<file path="src/rtl/smb_ptr_pkg.sv">
package smb_ptr_pkg;

    localparam int BYTE_W   = 8;
    localparam int PIN_W    = 2;
    localparam int PREFIX_W = 5;
    localparam int SA_W     = PREFIX_W + PIN_W;
    localparam int BIT_CW   = $clog2(BYTE_W);

    typedef enum logic [2:0] {
        ST_IDLE,
        ST_ADDR,
        ST_ACK_ADDR,
        ST_RX,
        ST_ACK_RX,
        ST_TX
    } smb_state_e;

    typedef struct packed {
        logic sda;
        logic scl_rise;
        logic scl_fall;
        logic start;
        logic stop;
    } bus_ev_t;

    typedef enum logic [1:0] {
        BYTE_PTR  = 2'd0,
        BYTE_DATA = 2'd1,
        BYTE_XTRA = 2'd2
    } byte_slot_e;

    function automatic logic addr_hit(input logic [BYTE_W-1:0] b,
                                      input logic [SA_W-1:0] own);
        return b[BYTE_W-1:1] == own;
    endfunction

endpackage

</file>
<file path="src/rtl/smb_line_sync.sv">
module smb_line_sync
    import smb_ptr_pkg::*;
#(
    parameter int STAGES = 2
) (
    input  logic    clk,
    input  logic    rst,
    input  logic    scl_i,
    input  logic    sda_i,
    output logic    scl_lvl_o,
    output bus_ev_t ev_o
);
    localparam int NLINES = 2;

    logic [NLINES-1:0] raw;
    logic [NLINES-1:0] lvl;
    logic [NLINES-1:0] prev;

    assign raw = {scl_i, sda_i};

    for (genvar g = 0; g < NLINES; g++) begin : g_line
        logic [STAGES-1:0] q;
        always_ff @(posedge clk) begin
            if (rst) q <= '1;
            else     q <= {q[STAGES-2:0], raw[g]};
        end
        assign lvl[g] = q[STAGES-1];
    end

    always_ff @(posedge clk) begin
        if (rst) prev <= '1;
        else     prev <= lvl;
    end

    logic scl_now, sda_now, scl_was, sda_was;
    assign scl_now = lvl[1];
    assign sda_now = lvl[0];
    assign scl_was = prev[1];
    assign sda_was = prev[0];

    always_comb begin
        ev_o.sda      = sda_now;
        ev_o.scl_rise = scl_now & ~scl_was;
        ev_o.scl_fall = ~scl_now & scl_was;
        ev_o.start    = scl_now & scl_was & sda_was & ~sda_now;
        ev_o.stop     = scl_now & scl_was & ~sda_was & sda_now;
    end

    assign scl_lvl_o = scl_now;

endmodule

</file>
<file path="src/rtl/smb_addr_reg.sv">
module smb_addr_reg
    import smb_ptr_pkg::*;
#(
    parameter logic [PREFIX_W-1:0] PREFIX_RST = 5'b01011
) (
    input  logic              clk,
    input  logic              rst,
    input  logic [PIN_W-1:0]  pins_i,
    input  logic              upd_i,
    input  logic [BYTE_W-1:0] upd_data_i,
    output logic [SA_W-1:0]   own_o
);
    logic [PIN_W-1:0]    pins_q;
    logic [PREFIX_W-1:0] prefix_q;

    always_ff @(posedge clk) begin
        if (rst) pins_q <= pins_i;
    end

    always_ff @(posedge clk) begin
        if (rst)        prefix_q <= PREFIX_RST;
        else if (upd_i) prefix_q <= upd_data_i[SA_W-1:PIN_W];
    end

    assign own_o = {prefix_q, pins_q};

endmodule

</file>
<file path="src/rtl/smb_ctrl.sv">
module smb_ctrl
    import smb_ptr_pkg::*;
#(
    parameter logic [BYTE_W-1:0] ADDR_REG_IDX = 8'h48
) (
    input  logic              clk,
    input  logic              rst,
    input  bus_ev_t           ev_i,
    input  logic [SA_W-1:0]   own_i,
    input  logic [BYTE_W-1:0] rdata_i,
    output logic              sda_pd_o,
    output logic [BYTE_W-1:0] ptr_o,
    output logic [BYTE_W-1:0] wdata_o,
    output logic              we_o,
    output logic              upd_o
);
    localparam logic [BIT_CW-1:0] LAST_BIT = BIT_CW'(BYTE_W - 1);

    smb_state_e        state;
    logic [BYTE_W-1:0] sh;
    logic [BIT_CW-1:0] cnt;
    logic              got_byte;
    logic              rw;
    byte_slot_e        slot;

    always_ff @(posedge clk) begin
        if (rst) begin
            state    <= ST_IDLE;
            sh       <= '0;
            cnt      <= '0;
            got_byte <= 1'b0;
            rw       <= 1'b0;
            slot     <= BYTE_PTR;
            sda_pd_o <= 1'b0;
            ptr_o    <= '0;
            wdata_o  <= '0;
            we_o     <= 1'b0;
            upd_o    <= 1'b0;
        end else begin
            we_o  <= 1'b0;
            upd_o <= 1'b0;
            if (ev_i.start) begin
                state    <= ST_ADDR;
                cnt      <= '0;
                got_byte <= 1'b0;
                sda_pd_o <= 1'b0;
            end else if (ev_i.stop) begin
                state    <= ST_IDLE;
                sda_pd_o <= 1'b0;
            end else begin
                unique case (state)
                    ST_ADDR, ST_RX: begin
                        if (ev_i.scl_rise) begin
                            sh  <= {sh[BYTE_W-2:0], ev_i.sda};
                            cnt <= cnt + 1'b1;
                            if (cnt == LAST_BIT) got_byte <= 1'b1;
                        end else if (ev_i.scl_fall && got_byte) begin
                            got_byte <= 1'b0;
                            if (state == ST_ADDR) begin
                                if (addr_hit(sh, own_i)) begin
                                    sda_pd_o <= 1'b1;
                                    rw       <= sh[0];
                                    state    <= ST_ACK_ADDR;
                                end else begin
                                    state <= ST_IDLE;
                                end
                            end else begin
                                sda_pd_o <= 1'b1;
                                state    <= ST_ACK_RX;
                                unique case (slot)
                                    BYTE_PTR: begin
                                        ptr_o <= sh;
                                        slot  <= BYTE_DATA;
                                    end
                                    BYTE_DATA: begin
                                        we_o    <= 1'b1;
                                        wdata_o <= sh;
                                        upd_o   <= (ptr_o == ADDR_REG_IDX);
                                        slot    <= BYTE_XTRA;
                                    end
                                    default: slot <= BYTE_XTRA;
                                endcase
                            end
                        end
                    end
                    ST_ACK_ADDR: begin
                        if (ev_i.scl_fall) begin
                            cnt  <= '0;
                            slot <= BYTE_PTR;
                            if (rw) begin
                                sh       <= rdata_i;
                                sda_pd_o <= ~rdata_i[BYTE_W-1];
                                state    <= ST_TX;
                            end else begin
                                sda_pd_o <= 1'b0;
                                state    <= ST_RX;
                            end
                        end
                    end
                    ST_ACK_RX: begin
                        if (ev_i.scl_fall) begin
                            sda_pd_o <= 1'b0;
                            cnt      <= '0;
                            state    <= ST_RX;
                        end
                    end
                    ST_TX: begin
                        if (ev_i.scl_fall) begin
                            if (cnt == LAST_BIT) begin
                                sda_pd_o <= 1'b0;
                                state    <= ST_IDLE;
                            end else begin
                                sh       <= {sh[BYTE_W-2:0], 1'b0};
                                sda_pd_o <= ~sh[BYTE_W-2];
                                cnt      <= cnt + 1'b1;
                            end
                        end
                    end
                    default: ;
                endcase
            end
        end
    end

endmodule

</file>
<file path="src/rtl/smb_ptr_slave.sv">
module smb_ptr_slave
    import smb_ptr_pkg::*;
#(
    parameter int                    SYNC_STAGES  = 2,
    parameter logic [PREFIX_W-1:0]   PREFIX_RST   = 5'b01011,
    parameter logic [BYTE_W-1:0]     ADDR_REG_IDX = 8'h48
) (
    input  logic              clk,
    input  logic              rst,
    input  logic              scl_i,
    input  logic              sda_i,
    input  logic [PIN_W-1:0]  strap_i,
    output logic              sda_pd_o,
    output logic [BYTE_W-1:0] reg_addr_o,
    output logic [BYTE_W-1:0] reg_wdata_o,
    output logic              reg_we_o,
    input  logic [BYTE_W-1:0] reg_rdata_i
);
    bus_ev_t           bus_ev;
    logic              scl_lvl;
    logic [SA_W-1:0]   own_addr;
    logic              prefix_upd;

    smb_line_sync #(.STAGES(SYNC_STAGES)) u_sync (
        .clk       (clk),
        .rst       (rst),
        .scl_i     (scl_i),
        .sda_i     (sda_i),
        .scl_lvl_o (scl_lvl),
        .ev_o      (bus_ev)
    );

    smb_addr_reg #(.PREFIX_RST(PREFIX_RST)) u_addr (
        .clk        (clk),
        .rst        (rst),
        .pins_i     (strap_i),
        .upd_i      (prefix_upd),
        .upd_data_i (reg_wdata_o),
        .own_o      (own_addr)
    );

    smb_ctrl #(.ADDR_REG_IDX(ADDR_REG_IDX)) u_ctrl (
        .clk      (clk),
        .rst      (rst),
        .ev_i     (bus_ev),
        .own_i    (own_addr),
        .rdata_i  (reg_rdata_i),
        .sda_pd_o (sda_pd_o),
        .ptr_o    (reg_addr_o),
        .wdata_o  (reg_wdata_o),
        .we_o     (reg_we_o),
        .upd_o    (prefix_upd)
    );

endmodule

</file>
<file path="config.mk">
export PLATFORM = sky130hd
export DESIGN_NAME = smb_ptr_slave
export DESIGN_NICKNAME = d
export VERILOG_FILES = /design/src/rtl/smb_ptr_pkg.sv /design/src/rtl/smb_line_sync.sv /design/src/rtl/smb_addr_reg.sv /design/src/rtl/smb_ctrl.sv /design/src/rtl/smb_ptr_slave.sv
export SDC_FILE = /design/constraint.sdc
export NUM_CORES = 1
export LEC_CHECK = 0
export BUFFER_PORTS_ARGS = -buffer_cell sky130_fd_sc_hd__buf_2
export CAP_MARGIN = 20
export CORE_MARGIN = 3
export CORE_UTILIZATION = 51
export CTS_CLUSTER_DIAMETER = 120
export DETAILED_ROUTE_END_ITERATION = 12
export PLACE_DENSITY = 0.75
export REMOVE_ABC_BUFFERS = 1
export SKIP_LAST_GASP = 1
export SYNTH_ARGS = -nofsm -noshare
export SYNTH_HDL_FRONTEND = slang
export SYNTH_SLANG_ARGS = --single-unit
</file>
<file path="constraint.sdc">
create_clock -name clk -period 2.1 [get_ports clk]
set_clock_uncertainty 0.2 [all_clocks]
set_input_delay 0.42 -clock clk [delete_from_list [all_inputs] [get_ports clk]]
set_output_delay 0.42 -clock clk [all_outputs]
set_load 0.01 [all_outputs]
</file>
## Yosys cells after proc, flatten, opt, wreduce, memory -nomap -nowiden

Index checks and enable logic that the tools add are counted.
W data, S select, Z words.

- Bits in registers: 50
- Bits in latches: 0
- Bits in writable memories: 0
- Bits in read-only memories: 0
- Input port bits: 14
- Word-level logic and storage cells: 133
- Memories: 0

- $add $sub $neg: 1
- $mul: 0
- Divide/modulo/power cells: 0
- Magnitude comparators: 0
- Equal/unequal tests: 28
- Shift operators: 0
- Multiplexer cells: 43
- Bitwise gates (word level): 20
- Reduce and logical (&&, ||, !) cells: 24

Operator list:

| kind | number |
|---|---|
| $reduce_and A7 Y1 | 7 |
| $mux W8 | 5 |
| $mux W3 | 12 |
| $pmux W8 S3 | 1 |
| $ne A4 B3 Y1 const B | 5 |
| $ne A2 B1 Y1 const B | 8 |
| $mux W1 | 15 |
| $not A1 Y1 | 13 |
| $mux W2 | 6 |
| $pmux W3 S4 | 1 |
| $eq A3 B3 Y1 const B | 3 |
| $pmux W3 S3 | 1 |
| $eq A8 B7 Y1 const B | 1 |
| $ne A2 B2 Y1 const B | 4 |
| $reduce_and A8 Y1 | 1 |
| $reduce_or A8 Y1 | 1 |
| $and A1 B1 Y1 | 7 |
| $eq A7 B7 Y1 | 1 |
| $reduce_or A7 Y1 | 1 |
| $eq A3 B2 Y1 const B | 2 |
| $reduce_and A6 Y1 | 1 |
| $reduce_bool A3 Y1 | 2 |
| $reduce_bool A6 Y1 | 1 |
| $reduce_or A2 Y1 | 3 |
| 13 further kinds | 14 |

## Longest topological paths before layout

Gate-level depths: netlist of the first run.

- Word-level depth: 8
- Gate-level depth with buffers: 7
- Depth with buffers taken out: 7

## Modules after synthesis

A second synthesis of the first run with hierarchy kept.

- Cells, all modules: 246
- Area, all modules: 2316.0 µm²

Modules (own cells, without submodules):

| module | instances | cells an instance | area each (µm²) |
|---|---|---|---|
| smb_ctrl | 1 | 211 | 1874.3 |
| smb_addr_reg | 1 | 18 | 244.0 |
| smb_line_sync | 1 | 17 | 197.7 |

## Worst setup path before layout of the first run

No wires, ideal clock.

- Path type: register to register
- Start point: reg u_ctrl.cnt[0]
- End point: reg u_ctrl.sh[0]
- Library setup time: 0.071 ns
- Data arrival time: 1.795 ns
- Required time: 1.829 ns
- Path slack: 0.034 ns
- Stages on the path, launching flop included: 8
- Buffers on the path: 0
- Path through: dfxtp_1 -> ha_1 -> ha_1 -> nor2b_1 -> o221ai_2 -> o2111ai_4 -> or3_1 -> a21oi_1

- Word-level cells in the longest chain between the ends: 3

RTL lines:

| element | RTL line | RTL |
|---|---|---|
| start, declared | smb_ctrl.sv:21 | `logic [BIT_CW-1:0] cnt;` |
| start signal, assigned | smb_ctrl.sv:55 | `cnt <= cnt + 1'b1;` |
| start signal, assigned | smb_ctrl.sv:115 | `cnt <= cnt + 1'b1;` |
| $eq A3 B3 Y1 | smb_ctrl.sv:109 | `if (cnt == LAST_BIT) begin` |
| $ne A2 B2 Y1 (no source line) | n/a |  |
| $reduce_and A8 Y1 (no source line) | n/a |  |
| end signal, assigned | smb_ctrl.sv:54 | `sh <= {sh[BYTE_W-2:0], ev_i.sda};` |
| end signal, assigned | smb_ctrl.sv:91 | `sh <= rdata_i;` |
| end signal, assigned | smb_ctrl.sv:113 | `sh <= {sh[BYTE_W-2:0], 1'b0};` |
| end, declared | smb_ctrl.sv:20 | `logic [BYTE_W-1:0] sh;` |

No other way between the ends.
A chain may end at the register's enable or synchronous reset.

## Final worst setup path of the first run

Ends and elaborated chain as after synthesis.

==> results of run 1 <==
-- cell families after synthesis --
logic type	after synthesis	synth area share (%)
AOI/OAI and AO/OA	37	11.11
xor gates and xnor gates	8	3.004
adders and majority gates	2	1.073
buffers and inverters	22	4.774
DFF	50	43.78
muxes	40	17.60
and+or+nand+nor	86	18.67
-- where the power goes --
| part | total [mW] | internal [mW] | switching (mW) | leakage, nW |
|---|---|---|---|---|
| registers | 0.971 | 0.963 | 0.00798 | 0.409 |
| clock network | 0.627 | 0.302 | 0.325 | 0.0544 |
| logic | 0.0779 | 0.0348 | 0.0431 | 0.726 |
-- cells in the mapped netlist, types with 4 or more instances --
| master | count |
|---|---|
| inv_1 | 9 |
| or2_2 | 5 |
| dfxtp_1 | 48 |
| nor2_1 | 35 |
| nand2_1 | 16 |
| clkbuf_1 | 5 |
| xnor2_1 | 7 |
| mux2_2 | 8 |
| a21oi_1 | 12 |
| o21ai_0 | 7 |
| mux2i_1 | 32 |
| nor2b_1 | 4 |
-- worst max-delay path, stage by stage, from the launching register on --
cell	delay (ns)
dfxtp_2	0.34
ha_2	0.17
ha_2	0.17
nor2b_1	0.13
o221ai_2	0.18
buf_4	0.16
o2111ai_4	0.12
or3_1	0.37
a21oi_1	0.13
-- metal layers --
layer	wire length [um]	track usage (%)	share of wire [%]	vias up
met5	0	0	0	-
met4	74	6.439	1.5	0
met3	356	4.514	7.1	8
met2	2299	30.91	46	70
met1	2311	29.34	46	886
li1	-	-	-	934
-- path summary, 6_finish.rpt --
path,slack (ns),to,depth (start not counted)
worst max-delay path,0.09,u_ctrl.sh[0]$_SDFFE_PP0P_,8
worst min-delay path,0.09,u_sync.g_line[1].q[0]$_SDFF_PP1_,2
worst max register to register,0.09,u_ctrl.sh[0]$_SDFFE_PP0P_,8
worst min register to register,0.22,u_sync.g_line[0].q[1]$_SDFF_PP1_,1
-- through the flow --
| step | cells | instance area [um2] | utilization [%] |
|---|---|---|---|
| 2_1_floorplan | 232 | 2255 | - |
| 3_3_place_gp | 328 | 2591 | 61.67 |
| 3_5_place_dp | 328 | 2591 | 61.67 |
| 4_1_cts | 336 | 2703 | 64.32 |
| 5_1_grt | 337 | 2730 | 64.98 |
| 6_report | 337 | 2730 | 64.98 |
-- registers in the layout, summed over array words and instances, names as in the netlist --
register,flops
u_addr.pins_q,2
u_addr.prefix_q,5
u_ctrl.cnt,3
u_ctrl.got_byte,1
u_ctrl.ptr_o,8
u_ctrl.rw,1
u_ctrl.sda_pd_o,1
u_ctrl.sh,8
u_ctrl.slot,2
u_ctrl.state,3
u_ctrl.upd_o,1
u_ctrl.wdata_o,8
u_ctrl.we_o,1
u_sync.g_line.q,4
u_sync.prev,2
-- what timing repair did --
action                                  in CTS  in global routing
hold buffers                                 0                  0
setup buffers                                0                  1
gates resized for setup                      1                  9
pin swaps                                    0                  3
endpoints found under the setup margin       2                 20
-- final cells by class --
| class | count | area (um2) | share of cell area [%] |
|---|---|---|---|
| tap | 50 | 62.56 | 2.291 |
| sequential | 50 | 1026 | 37.58 |
| timing repair buffer | 47 | 279.0 | 10.22 |
| multi-input combinational | 173 | 1224 | 44.82 |
| clock inverter | 1 | 8.758 | 0.3208 |
| clock buffer | 7 | 96.34 | 3.529 |
| inverter | 9 | 33.78 | 1.237 |
==> reports/results.ini, run 1 <==
[outcome]
status = completed

[logic_synthesis]
syn_area_mm2 = 0.002332
synth.largest_area_cell = dfxtp_1
synth_area_leaders = dfxtp_1 (41%), mux2i_1 (14%), nor2_1 (5.6%)
async_reset_ff_share_pct = 0
ys_warn_count = 0
seq_area_frac_synth_pct = 43.78
synthCells = 245
synth_top_area_share_pct = 41.20
syn_area_per_cell_um2 = 9.519
synth_edf_count = 2
synth_seq_cells = 50
yosysUniqueCellTypes = 47
dominantRegCellSynth = dfxtp_1

[place]
dp_hpwl_mm = 3.687
place_congestion = 0.8806
place_ws_ns = -0.01642
portBuffers = 31

[clock_network]
cts_tree = done
cts-root-buf = clkbuf_8
clock_sinks = 50
clockBufferDepth = 2
ctsHtreeMaxLevel = 2
clk_latency_ns = 0.30
clk_pin_slew_ns = 0.09
cts_buffers = 5

[sta]
holdWs_ns = 0.08875
setup_viol = 0
hold_viol = 0
worst_slew_pin_slew_ns = 0.6897
max_freq_mhz = 496.8
slew_viol_final = 0
fin_crit_ns = 2.013
rsz0062_at_grt = yes
max_slew_margin_pct = 53.63
fin_ws_ns = 0.08719
timing.final.crit_share_pct = 95.85
setup_tns_ns = 0

[pwr]
p_leak_nw = 1.190
total_power_mw = 1.676
power_density_mw_per_mm2 = 613.8
peakVddDrop_v = 0.0005285

[floorplan]
die_w_um = 73.63
start_util_pct = 55.51
io_pins = 32
chipHeight_um = 73.63
fp.coreArea_mm2 = 0.004202
rows = 23
die_area_mm2 = 0.005421

[worst_setup_path]
r2r_start = u_ctrl.cnt[0]$_SDFFE_PP0P_
worstPathMaxFanout = 2
crit_path_start_kind = register
crit_required_ns = 2.14
cp-end-kind = register
cp_data_arrival_time_ns = 2.06
worst-setup-path-type = reg -> reg
startpoint = u_ctrl.cnt[0]$_SDFFE_PP0P_

[global_route]
first_global_vias = 1768
grt_overflow_total = 0
grt_usage_pct = 20.57
antenna_found_initial = 0
grt_first_pass_wirelength_mm = 8.528
grt_max_degree = 18

[layout]
diodes = 0
finalNetCount = 302
layout_common_cells = dfxtp_1 (44), nor2_1 (35), mux2i_1 (32)
fillers = 351
drive_gt1_share_pct = 29.97
syn_to_final_growth_pct = 17.06
layout_commonest_cell = dfxtp_1

[route]
vias = 1898
drc = 0
dr.pass1.iters = 4
drtIter0Drc = 105
totalWireLength_mm = 5.042
viasPerCell = 5.632
wl_per_cell_um = 14.96
drtAntennaViolNets = 0

[flow_run]
cap_violations = 0

[hold_path]
hp-class = in -> reg
min_from = scl_i

(Power assumes the default switching activity.)
==> run 2, diff against run 1 <==
--- a/config.mk
+++ b/config.mk
@@ -8,10 +8,12 @@
 export BUFFER_PORTS_ARGS = -buffer_cell sky130_fd_sc_hd__buf_2
 export CAP_MARGIN = 20
 export CORE_MARGIN = 3
-export CORE_UTILIZATION = 51
+export CORE_UTILIZATION = 47
+export CTS_BUF_LIST = sky130_fd_sc_hd__clkbuf_2
 export CTS_CLUSTER_DIAMETER = 120
 export DETAILED_ROUTE_END_ITERATION = 12
-export PLACE_DENSITY = 0.75
+export MAX_ROUTING_LAYER = met4
+export PLACE_DENSITY = 0.7
 export REMOVE_ABC_BUFFERS = 1
 export SKIP_LAST_GASP = 1
 export SYNTH_ARGS = -nofsm -noshare
==> run 2 against run 1 <==
Net effect:
- global-route usage down 0.55 points
- fmax increased by 0.78%
- register-to-register slack improved by 0.02 ns
- largest cell class unchanged
- routed wire length increased by 1.8%
- cell count is 6.5% higher
- first-iteration DRC count up 93%
- highest routed layer unchanged
- non-clock buffer count up 5
- critical path depth is 1 lower
- critical path type unchanged
- utilization decreased by 6.3 points
- clock power fell by 15%
- critical endpoint unchanged
- cell area grew 2.1%
- clock-buffer cell count shrank 2
==> reports/results.ini, run 2 (synthesis gave the netlist of run 1 again) <==
[flow_run]
cap_violations = 0  ; unchanged

[sta]
max_freq_mhz = 500.7  ; +0.78%
hold_viol = 0  ; unchanged
fin_ws_ns = 0.1028  ; +0.01557 ns
rsz0062_at_grt = no
timing.final.crit_share_pct = 95.11  ; -0.74 points
setup_tns_ns = 0  ; unchanged
max_slew_margin_pct = 56.33  ; +2.7 points
setup_viol = 0  ; unchanged
slew_viol_final = 0  ; unchanged
fin_crit_ns = 1.997  ; -0.01557 ns
holdWs_ns = 0.1171  ; +0.02835 ns
worst_slew_pin_slew_ns = 0.6495  ; -0.04022 ns

[layout]
drive_gt1_share_pct = 30.48  ; +0.51 points
diodes = 0  ; unchanged
stdcell_count = 359  ; +6.5%
design_area_mm2 = 0.002788  ; +2.1%
finalNetCount = 307  ; +1.7%
syn_to_final_growth_pct = 19.53
largestRegisters = u_ctrl.ptr_o (8), u_ctrl.sh (8), u_ctrl.wdata_o (8)
layout_commonest_cell = dfxtp_1
layout_common_cells = dfxtp_1 (44), nor2_1 (35), mux2i_1 (32)

[global_route]
antenna_found_initial = 0  ; unchanged
grt_max_degree = 28  ; +10
grt_first_pass_wirelength_mm = 9.232  ; +8.3%
grt_usage_pct = 20.03  ; -0.55 points
first_global_vias = 1884  ; +6.6%
grt_overflow_total = 0  ; unchanged

[place]
place_ws_ns = -0.007155  ; +0.009265 ns
dpl_cell_area_mm2 = 0.002628  ; +1.4%
place_inst = 347  ; +5.8%
place_congestion = 0.9559  ; +8.6%
portBuffers = 31  ; unchanged
dp_hpwl_mm = 3.901  ; +5.8%

[worst_setup_path]
cp-end-kind = register
cp_data_arrival_time_ns = 2.16  ; +0.10 ns
worst-setup-path-type = reg -> reg
crit_required_ns = 2.26  ; +0.12 ns
worstPathMaxFanout = 3  ; +1
crit_path_start_kind = register

[floorplan]
start_util_pct = 49.05  ; -6.5 points
rows = 25  ; +8.7%
io_pins = 32  ; unchanged
fp.coreArea_mm2 = 0.004755  ; +13%
die_area_mm2 = 0.005843  ; +7.8%
die_w_um = 76.44  ; +3.8%
chipHeight_um = 76.44  ; +3.8%

[route]
wl_met1_mm = 2.419  ; +4.7%
dr_wl_met3_um = 231  ; -35%
dr.pass1.iters = 4  ; unchanged
drc = 0  ; unchanged
top_layer_used = met4
viasPerCell = 5.228  ; -7.2%
drtIter0Drc = 203  ; +93%
wl_met2_mm = 2.417  ; +5.1%
vias = 1877  ; -1.1%
wl_per_cell_um = 14.30  ; -4.4%
totalWireLength_mm = 5.135  ; +1.8%
drtAntennaViolNets = 0  ; unchanged

[clock_network]
cts-root-buf = clkbuf_2
clk_latency_ns = 0.43  ; +0.13 ns
cts_buffers = 5  ; unchanged
clk_pin_slew_ns = 0.26  ; +0.17 ns
cts_tree = done
ctsHtreeMaxLevel = 2  ; unchanged
clockBufferDepth = 2  ; unchanged
clock_sinks = 50  ; unchanged

[pwr]
power_density_mw_per_mm2 = 570.9  ; -7.0%
p_leak_nw = 1.203  ; +1.1%
peakVddDrop_v = 0.0004049  ; -23%

[hold_path]
hp-class = in -> reg

[outcome]
status = completed

run 2: changes by cell type in the layout (fill, tap and decap cells not counted), moves of 2 or more:
cell,before,now
buf_4,15,17
clkbuf_2,0,5
clkbuf_8,7,0
dlygate4sd3_1,0,4
run 2: where the power goes:
part / internal (mW) / total (mW) / switching, mW / leakage [nW]
clock network: 0.212 / 0.533 / 0.321 / 0.0454
logic: 0.0386 / 0.0843 / 0.0457 / 0.748
registers: 0.968 / 0.974 / 0.00646 / 0.409
total: 1.22 / 1.59 / 0.374 / 1.20
run 2: routing by layer:
metal  vias up  GRT usage, %
li1        937             -
met1       884         26.27
met2        49         31.81
met3         7         3.664
met4         0         5.435
met5         -             -
run 2: per-stage QoR:
stage | power (mW) | util [%]
floorplan | 1.024 | -
global placement | 1.068 | 55.26
detailed placement | 1.068 | 55.26
CTS | 1.610 | 57.76
global route | 1.665 | 58.63
finish | 1.591 | 58.63
run 2: critical path, cell delays in order (launching register included):
cell and delay, ns:
dfxtp_2 0.39, ha_2 0.17, ha_2 0.17, nor2b_4 0.13, o221ai_4 0.21, o2111ai_4 0.15
or3_1 0.39, a21oi_1 0.13
run 2: path summary, 6_finish.rpt:
kind | depth (start not counted) | to | from | slack [ns]
worst max register to register | 7 | u_ctrl.sh[0]$_SDFFE_PP0P_ | u_ctrl.cnt[0]$_SDFFE_PP0P_ | 0.10
worst max-delay path | 7 | u_ctrl.sh[0]$_SDFFE_PP0P_ | u_ctrl.cnt[0]$_SDFFE_PP0P_ | 0.10
worst min-delay path | 3 | u_addr.prefix_q[1]$_SDFFE_PP1P_ | rst | 0.12
worst min register to register | 1 | u_sync.g_line[0].q[1]$_SDFF_PP1_ | u_sync.g_line[0].q[0]$_SDFF_PP1_ | 0.24
run 2: repair_timing:
| item | in CTS | in global routing |
|---|---|---|
| pin swaps | 1 | 3 |
| hold endpoints to repair | 4 | 0 |
| setup buffers | 0 | 0 |
| hold buffers | 4 | 0 |
| resized for setup | 1 | 12 |
| cloned | 0 | 0 |
| endpoints found under the setup margin | 2 | 12 |
run 2: area by class of cell:
cell class / count / area (um2)
Multi-Input combinational cell: 173 / 1249
Tap cell: 67 / 83.83
Timing Repair Buffer: 52 / 322.8
Fill cell: 437 / 1967
Sequential cell: 50 / 1026
Clock buffer: 5 / 25.02
Clock inverter: 3 / 47.55
Inverter: 9 / 33.78
